$ cat src/rtl/lw_pkg.sv
package lw_pkg;
  localparam int BEATS      = 8;
  localparam int LANES_BYTE = 8;
  localparam int VIC_MUL    = 29;
  localparam int VIC_ADD    = 7;
  localparam int AGG_MUL    = 83;
  localparam int AGG_ADD    = 195;

  // Chunk i of the victim (is_vic=1) or aggressor pattern
  function automatic logic [7:0] pat_chunk(input bit is_vic, input int idx);
    int v;
    v = is_vic ? (idx * VIC_MUL + VIC_ADD) : (idx * AGG_MUL + AGG_ADD);
    return 8'(v % 256);
  endfunction
endpackage

$ cat src/rtl/lw_pattern_rom.sv
module lw_pattern_rom #(
  parameter int DEPTH  = 157,
  parameter bit IS_VIC = 1'b1,
  localparam int AW    = $clog2(DEPTH)
) (
  input  logic [AW-1:0] addr_a,
  input  logic [AW-1:0] addr_b,
  output logic [7:0]    data_a,
  output logic [7:0]    data_b
);
  logic [7:0] table_q [DEPTH];

  for (genvar i = 0; i < DEPTH; i++) begin : g_fill
    assign table_q[i] = lw_pkg::pat_chunk(IS_VIC, i);
  end

  always_comb begin
    data_a = 8'h00;
    data_b = 8'h00;
    if (int'(addr_a) < DEPTH) data_a = table_q[addr_a];
    if (int'(addr_b) < DEPTH) data_b = table_q[addr_b];
  end
endmodule

$ cat src/rtl/lw_walk_counter.sv
module lw_walk_counter #(
  parameter int DEPTH = 157,
  localparam int AW   = $clog2(DEPTH)
) (
  input  logic          clk,
  input  logic          rst_n,
  input  logic          clear,
  input  logic          adv,
  output logic [2:0]    beat,
  output logic [AW-1:0] entry,
  output logic [2:0]    victim,
  output logic          at_end,
  output logic          fin
);
  localparam logic [AW-1:0] LAST_ENTRY = AW'(DEPTH - 1);

  assign at_end = (beat == 3'd7) && (entry == LAST_ENTRY) && (victim == 3'd7);

  always_ff @(posedge clk) begin
    if (!rst_n || clear) begin
      beat   <= '0;
      entry  <= '0;
      victim <= '0;
      fin    <= 1'b0;
    end else if (adv && !fin) begin
      if (at_end) begin
        fin  <= 1'b1;
        beat <= '0;
        entry <= '0;
        victim <= '0;
      end else if (beat == 3'd7) begin
        beat <= '0;
        if (entry == LAST_ENTRY) begin
          entry  <= '0;
          victim <= victim + 3'd1;
        end else begin
          entry <= entry + AW'(1);
        end
      end else begin
        beat <= beat + 3'd1;
      end
    end
  end
endmodule

$ cat src/rtl/lw_lane_mux.sv
module lw_lane_mux #(
  parameter int NUM_BYTES = 2,
  localparam int LANES    = NUM_BYTES * 8,
  localparam int SEL_W    = (NUM_BYTES > 1) ? $clog2(NUM_BYTES) : 1
) (
  input  logic [7:0]       vic_chunk,
  input  logic [7:0]       agg_chunk,
  input  logic [2:0]       beat,
  input  logic [2:0]       victim,
  input  logic [SEL_W-1:0] sel,
  output logic [LANES-1:0] lanes
);
  for (genvar b = 0; b < NUM_BYTES; b++) begin : g_byte
    for (genvar k = 0; k < 8; k++) begin : g_bit
      logic is_vic;
      assign is_vic = (sel == SEL_W'(b)) && (victim == 3'(k));
      assign lanes[b*8+k] = is_vic ? vic_chunk[beat] : agg_chunk[beat];
    end
  end
endmodule

$ cat src/rtl/pattern_lane_walker.sv
module pattern_lane_walker #(
  parameter int NUM_BYTES = 2,
  parameter int PAT_LEN   = 157,
  localparam int LANES    = NUM_BYTES * 8,
  localparam int SEL_W    = (NUM_BYTES > 1) ? $clog2(NUM_BYTES) : 1,
  localparam int AW       = $clog2(PAT_LEN)
) (
  input  logic             clk,
  input  logic             rst_n,
  input  logic             start,
  input  logic [SEL_W-1:0] byte_sel,
  output logic             busy,
  output logic             done,
  output logic             wr_valid,
  input  logic             wr_ready,
  output logic [LANES-1:0] wr_data,
  output logic             wr_last,
  input  logic             rd_valid,
  output logic             rd_ready,
  input  logic [LANES-1:0] rd_data,
  output logic [LANES-1:0] err_lanes
);
  logic             start_go;
  logic [SEL_W-1:0] sel_q;

  logic [2:0]    wr_beat, rd_beat, wr_vic, rd_vic;
  logic [AW-1:0] wr_entry, rd_entry;
  logic          wr_end, rd_end, wr_fin, rd_fin;
  logic          wr_fire, rd_fire;
  logic [7:0]    vic_wr, vic_rd, agg_wr, agg_rd;
  logic [LANES-1:0] rd_exp;

  assign start_go = start && !busy;
  assign wr_valid = busy && !wr_fin;
  assign rd_ready = busy && !rd_fin;
  assign wr_fire  = wr_valid && wr_ready;
  assign rd_fire  = rd_valid && rd_ready;
  assign wr_last  = wr_valid && (wr_beat == 3'd7);

  lw_walk_counter #(.DEPTH(PAT_LEN)) u_wr_cnt (
    .clk(clk), .rst_n(rst_n), .clear(start_go), .adv(wr_fire),
    .beat(wr_beat), .entry(wr_entry), .victim(wr_vic),
    .at_end(wr_end), .fin(wr_fin)
  );

  lw_walk_counter #(.DEPTH(PAT_LEN)) u_rd_cnt (
    .clk(clk), .rst_n(rst_n), .clear(start_go), .adv(rd_fire),
    .beat(rd_beat), .entry(rd_entry), .victim(rd_vic),
    .at_end(rd_end), .fin(rd_fin)
  );

  lw_pattern_rom #(.DEPTH(PAT_LEN), .IS_VIC(1'b1)) u_vic_rom (
    .addr_a(wr_entry), .addr_b(rd_entry), .data_a(vic_wr), .data_b(vic_rd)
  );

  lw_pattern_rom #(.DEPTH(PAT_LEN), .IS_VIC(1'b0)) u_agg_rom (
    .addr_a(wr_entry), .addr_b(rd_entry), .data_a(agg_wr), .data_b(agg_rd)
  );

  lw_lane_mux #(.NUM_BYTES(NUM_BYTES)) u_wr_mux (
    .vic_chunk(vic_wr), .agg_chunk(agg_wr), .beat(wr_beat),
    .victim(wr_vic), .sel(sel_q), .lanes(wr_data)
  );

  lw_lane_mux #(.NUM_BYTES(NUM_BYTES)) u_rd_mux (
    .vic_chunk(vic_rd), .agg_chunk(agg_rd), .beat(rd_beat),
    .victim(rd_vic), .sel(sel_q), .lanes(rd_exp)
  );

  always_ff @(posedge clk) begin
    if (!rst_n) begin
      busy      <= 1'b0;
      done      <= 1'b0;
      sel_q     <= '0;
      err_lanes <= '0;
    end else if (start_go) begin
      busy      <= 1'b1;
      done      <= 1'b0;
      sel_q     <= byte_sel;
      err_lanes <= '0;
    end else if (rd_fire) begin
      err_lanes <= err_lanes | (rd_data ^ rd_exp);
      if (rd_end) begin
        busy <= 1'b0;
        done <= 1'b1;
      end
    end
  end

  logic unused_ok;
  assign unused_ok = wr_end;
endmodule

$ cat config.mk
export PLATFORM = sky130hd
export DESIGN_NAME = pattern_lane_walker
export DESIGN_NICKNAME = d
export VERILOG_FILES = /design/src/rtl/lw_pkg.sv /design/src/rtl/lw_pattern_rom.sv /design/src/rtl/lw_walk_counter.sv /design/src/rtl/lw_lane_mux.sv /design/src/rtl/pattern_lane_walker.sv
export SDC_FILE = /design/constraint.sdc
export NUM_CORES = 1
export LEC_CHECK = 0
export BUFFER_PORTS_ARGS = -buffer_cell sky130_fd_sc_hd__buf_2
export CELL_PAD_IN_SITES_DETAIL_PLACEMENT = 0
export CELL_PAD_IN_SITES_GLOBAL_PLACEMENT = 2
export CORE_MARGIN = 2
export CORE_UTILIZATION = 30
export CTS_CLUSTER_DIAMETER = 80
export DETAILED_ROUTE_END_ITERATION = 12
export PLACE_DENSITY_LB_ADDON = 0.12
export SYNTH_ARGS = -nofsm -noshare
export SYNTH_HDL_FRONTEND = slang
export SYNTH_SLANG_ARGS = --single-unit
$ cat constraint.sdc
create_clock -name clk -period 4.93 [get_ports clk]
set_input_delay 0.493 -clock clk [delete_from_list [all_inputs] [get_ports clk]]
set_output_delay 0.493 -clock clk [all_outputs]
set_load 0.05 [all_outputs]
==> impl_metrics.prom <==
# TYPE chip_impl_metric gauge
chip_impl_info{name="outcome",value="completed"} 1
chip_impl_info{name="synth_most_common_cell",value="nand2_1"} 1
chip_impl_metric{name="floorplan.initialDensity",unit="%"} 30.3
chip_impl_info{name="ctsRootBufferMaster",value="clkbuf_16"} 1
chip_impl_metric{name="cts_resizes",unit=""} 0
chip_impl_metric{name="synth_seq_area_share",unit="%"} 13.4
chip_impl_info{name="yosys.area.top_type",value="dfxtp_1"} 1
chip_impl_metric{name="mappedNetlistNets",unit=""} 1082
chip_impl_metric{name="post-synth-top-area-fraction",unit="%"} 13.4
chip_impl_metric{name="synthesis.area",unit="mm²"} 0.00730
chip_impl_info{name="setup.worst_path.class",value="reg -> out"} 1
chip_impl_metric{name="worst-endpoint-arrival",unit="ns"} 4.01
chip_impl_metric{name="die_w",unit="µm"} 160
chip_impl_info{name="cts_tree",value="done"} 1
chip_impl_metric{name="area_used_by_multi_input_combinational_logic",unit="mm²"} 0.00561
chip_impl_metric{name="grt_pass1_wl",unit="mm"} 42.0
chip_impl_metric{name="final.period_utilization",unit="%"} 91.4
chip_impl_metric{name="dpl.hpwl",unit="mm"} 18.4
chip_impl_metric{name="hold_viol_final",unit=""} 0
chip_impl_metric{name="p_seq_share",unit="%"} 42.2
chip_impl_metric{name="postSynth.asyncResetShare",unit="%"} 0
chip_impl_metric{name="timing.fmax",unit="MHz"} 222
chip_impl_metric{name="timing.final.max_slew_violations",unit=""} 0
chip_impl_metric{name="area_delta_synth_final",unit="%"} 6.94
chip_impl_metric{name="rows",unit=""} 57
chip_impl_metric{name="post-route-drc-count",unit=""} 0
chip_impl_metric{name="cts.path.max_buffers",unit=""} 2
chip_impl_metric{name="synth.yosys.warnings",unit=""} 0
chip_impl_metric{name="cp_data_required_time",unit="ns"} 4.44
chip_impl_metric{name="pre_cts_ws",unit="ns"} 0.784
chip_impl_metric{name="holdBufCountCts",unit=""} 0
chip_impl_metric{name="power_switching",unit="µW"} 271
chip_impl_info{name="synth_top_flop_cell",value="dfxtp_1"} 1
chip_impl_metric{name="dieArea",unit="mm²"} 0.0256
chip_impl_metric{name="critical_path_peak_fanout",unit=""} 16
chip_impl_metric{name="cts_htree_levels",unit=""} 2
chip_impl_metric{name="globalRoute.totalOverflow",unit=""} 0
chip_impl_info{name="setup.worst_path.start_class",value="flop"} 1
chip_impl_metric{name="dr.pass1.iters",unit=""} 5
chip_impl_metric{name="via_per_inst",unit=""} 5.65
chip_impl_metric{name="synth-edff-count",unit=""} 0
chip_impl_metric{name="netlist_instances",unit=""} 1004
chip_impl_metric{name="first_global_vias",unit=""} 7160
chip_impl_metric{name="fillers",unit=""} 2725
chip_impl_metric{name="seqCellArea",unit="µm²"} 986
chip_impl_metric{name="place_inst",unit=""} 1315
chip_impl_metric{name="fin_crit",unit="ns"} 4.51
chip_impl_metric{name="weighted_congestion_at_the_end_of_routability_driven_global_placement",unit=""} 0.860
chip_impl_metric{name="num_vias",unit=""} 7477
chip_impl_metric{name="grt_use_total",unit="%"} 20.3
chip_impl_metric{name="leakage",unit="nW"} 2.84
chip_impl_metric{name="swShare",unit="%"} 27.9
chip_impl_metric{name="clk_pin_slew",unit="ns"} 0.07
chip_impl_metric{name="cap_violations",unit=""} 0
chip_impl_metric{name="clkPwrFrac",unit="%"} 44.2
chip_impl_metric{name="finalWorstSetupSlack",unit="ns"} 0.424
chip_impl_info{name="grt_setup_unrepaired",value="false"} 1
chip_impl_metric{name="largest_net_degree_at_the_start_of_global_routing",unit=""} 61
chip_impl_metric{name="postSynthRegisterBits",unit=""} 49
chip_impl_metric{name="syn_area_per_cell",unit="µm²"} 7.27
chip_impl_metric{name="stdcell_count",unit=""} 1324
chip_impl_metric{name="final_nets",unit=""} 1076
chip_impl_metric{name="layout-drive-gt1-share",unit="%"} 16.4
chip_impl_metric{name="cell_pwr_density",unit="mW/mm²"} 124
chip_impl_metric{name="vdd_ir_drop_max",unit="mV"} 0.135
chip_impl_metric{name="max_slew_margin",unit="%"} 39.3
chip_impl_metric{name="numCtsBuffers",unit=""} 5
chip_impl_metric{name="post_cts.repair.setup_buffers",unit=""} 0
chip_impl_metric{name="report.final.setup_viol",unit=""} 0
chip_impl_metric{name="core_area",unit="mm²"} 0.0241
chip_impl_metric{name="num_io_pins",unit=""} 59
chip_impl_metric{name="route.antenna.remaining_nets",unit=""} 0
chip_impl_metric{name="clkLatencyLatePin",unit="ns"} 0.30
chip_impl_metric{name="first_iter_violations",unit=""} 679
chip_impl_metric{name="timing_worst_slew_pin_value",unit="ns"} 0.909
chip_impl_metric{name="timing.setup.tns",unit="ns"} 0
chip_impl_metric{name="buffer_ports.inserted",unit=""} 58
chip_impl_metric{name="routed_wire_length_per_instance",unit="µm"} 19.7
chip_impl_metric{name="internal-power",unit="µW"} 700
chip_impl_info{name="worstSetupEndpointType",value="primary output"} 1
chip_impl_metric{name="post_synth_num_cell_types",unit=""} 83
chip_impl_metric{name="antenna_found_initial",unit=""} 1
chip_impl_metric{name="sinks_on_clock_net",unit=""} 49
chip_impl_metric{name="die-height",unit="µm"} 160
chip_impl_metric{name="post_route_wl",unit="mm"} 26.1
chip_impl_metric{name="ff2ff_path_depth",unit=""} 11
chip_impl_metric{name="timing.hold.ws",unit="ns"} 0.444
chip_impl_info{name="leading_cell_types_by_total_area_after_synthesis",value="dfxtp_1 (13%), ha_1 (9.6%), a21oi_1 (5.0%)"} 1
chip_impl_metric{name="power.share.combinational",unit="%"} 13.6
chip_impl_metric{name="skew",unit="ns"} 0.00900
chip_impl_info{name="worstHoldPathType",value="reg -> reg"} 1
chip_impl_metric{name="minimum_setup_slack_among_reg_to_reg_paths",unit="ns"} 1.15
chip_impl_info{name="synthTopCellsByCount",value="nand2_1 (95), nor2_1 (93), a21oi_1 (73), ha_1 (56), o21ai_0 (54)"} 1
chip_impl_metric{name="hold-path-cell-count",unit=""} 2
-- final timing paths --
kind | startpoint | to
setup / recovery | u_wr_cnt.entry[1]$_SDFFE_PP0P_ | wr_data[11]
hold / removal | err_lanes[1]$_SDFFE_PP0P_ | err_lanes[1]$_SDFFE_PP0P_
setup reg to reg | u_rd_cnt.entry[1]$_SDFFE_PP0P_ | err_lanes[11]$_SDFFE_PP0P_
hold reg to reg | err_lanes[1]$_SDFFE_PP0P_ | err_lanes[1]$_SDFFE_PP0P_
-- state kept, by name, summed over array words and instances, names as in the netlist --
| register | count |
|---|---|
| done | 1 |
| sel_q | 1 |
| err_lanes | 16 |
| u_wr_cnt.victim | 3 |
| u_rd_cnt.victim | 3 |
| u_wr_cnt.fin | 1 |
| u_rd_cnt.entry | 8 |
| u_rd_cnt.beat | 3 |
| u_rd_cnt.fin | 1 |
| u_wr_cnt.beat | 3 |
| busy | 1 |
| u_wr_cnt.entry | 8 |
-- critical path: stages (launching register included) --
cell	delay (ns)
dfxtp_1	0.33
inv_1	0.17
ha_1	0.67
inv_1	0.21
mux2i_1	0.18
nor3_1	0.06
a2111oi_0	0.44
a2111oi_0	0.12
o21ai_1	0.26
a31oi_1	0.17
a211oi_4	0.55
mux2_2	0.28
buf_2	0.26
-- metal layers --
| layer | track usage (%) | part of all wire [%] | wire length [µm] | vias to the layer above |
|---|---|---|---|---|
| li1 | - | - | - | 3655 |
| met1 | 30.0 | 50 | 13000 | 3596 |
| met5 | 0 | 0 | 0 | - |
| met3 | 2.99 | 5.3 | 1390 | 21 |
| met4 | 4.10 | 1.1 | 290 | 0 |
| met2 | 31.5 | 44 | 11400 | 205 |
-- area by class of cell --
class,instances,area share [%]
Multi-Input combinational cell,822,71.9
Sequential cell,49,12.6
Timing Repair Buffer,84,6.22
Tap cell,324,5.19
Clock buffer,6,1.78
Inverter,36,1.73
Clock inverter,2,0.529
Antenna cell,1,0.0321
-- cell families after synthesis --
kind of cell | share of synthesized area [%]
buf+inv | 9.68
mux | 8.31
fa+ha+maj | 9.60
simple gates | 24.7
flops | 13.4
xor+xnor | 3.60
compound gates | 30.6
-- stage by stage --
step	total power, mW	utilization [%]	cell area, µm²
global placement	0.553	31.6	7620
CTS	0.991	32.4	7800
detailed placement	0.553	31.6	7620
global route	1.02	32.4	7800
floorplan	0.518	-	7300
finish	0.972	32.4	7810
-- layout by cell type (no fill, tap or decap), types with 14 or more instances in the layout --
cell type,synthesis,final
nand2_1,95,95
nor2_1,93,93
a21oi_1,73,73
buf_2,27,58
ha_1,56,56
o21ai_0,54,54
dfxtp_1,49,45
nand3_1,35,35
inv_1,31,31
nor2b_1,30,30
nor3_1,28,28
buf_4,10,26
o21ai_1,25,25
xnor2_1,24,24
a211oi_1,22,22
and2_1,20,20
mux2_2,18,18
o211ai_1,17,17
and3_1,15,15
a31oi_1,14,14
-- power by group through the flow --
| stage | logic (mW) | clock network, mW | registers [mW] |
|---|---|---|---|
| global placement | 0.133 | 0 | 0.420 |
| finish | 0.132 | 0.429 | 0.410 |
| global route | 0.142 | 0.465 | 0.412 |
| CTS | 0.133 | 0.447 | 0.411 |
| detailed placement | 0.133 | 0 | 0.420 |
| floorplan | 0.0862 | 0 | 0.432 |
Power figures use the tool's default switching activity.
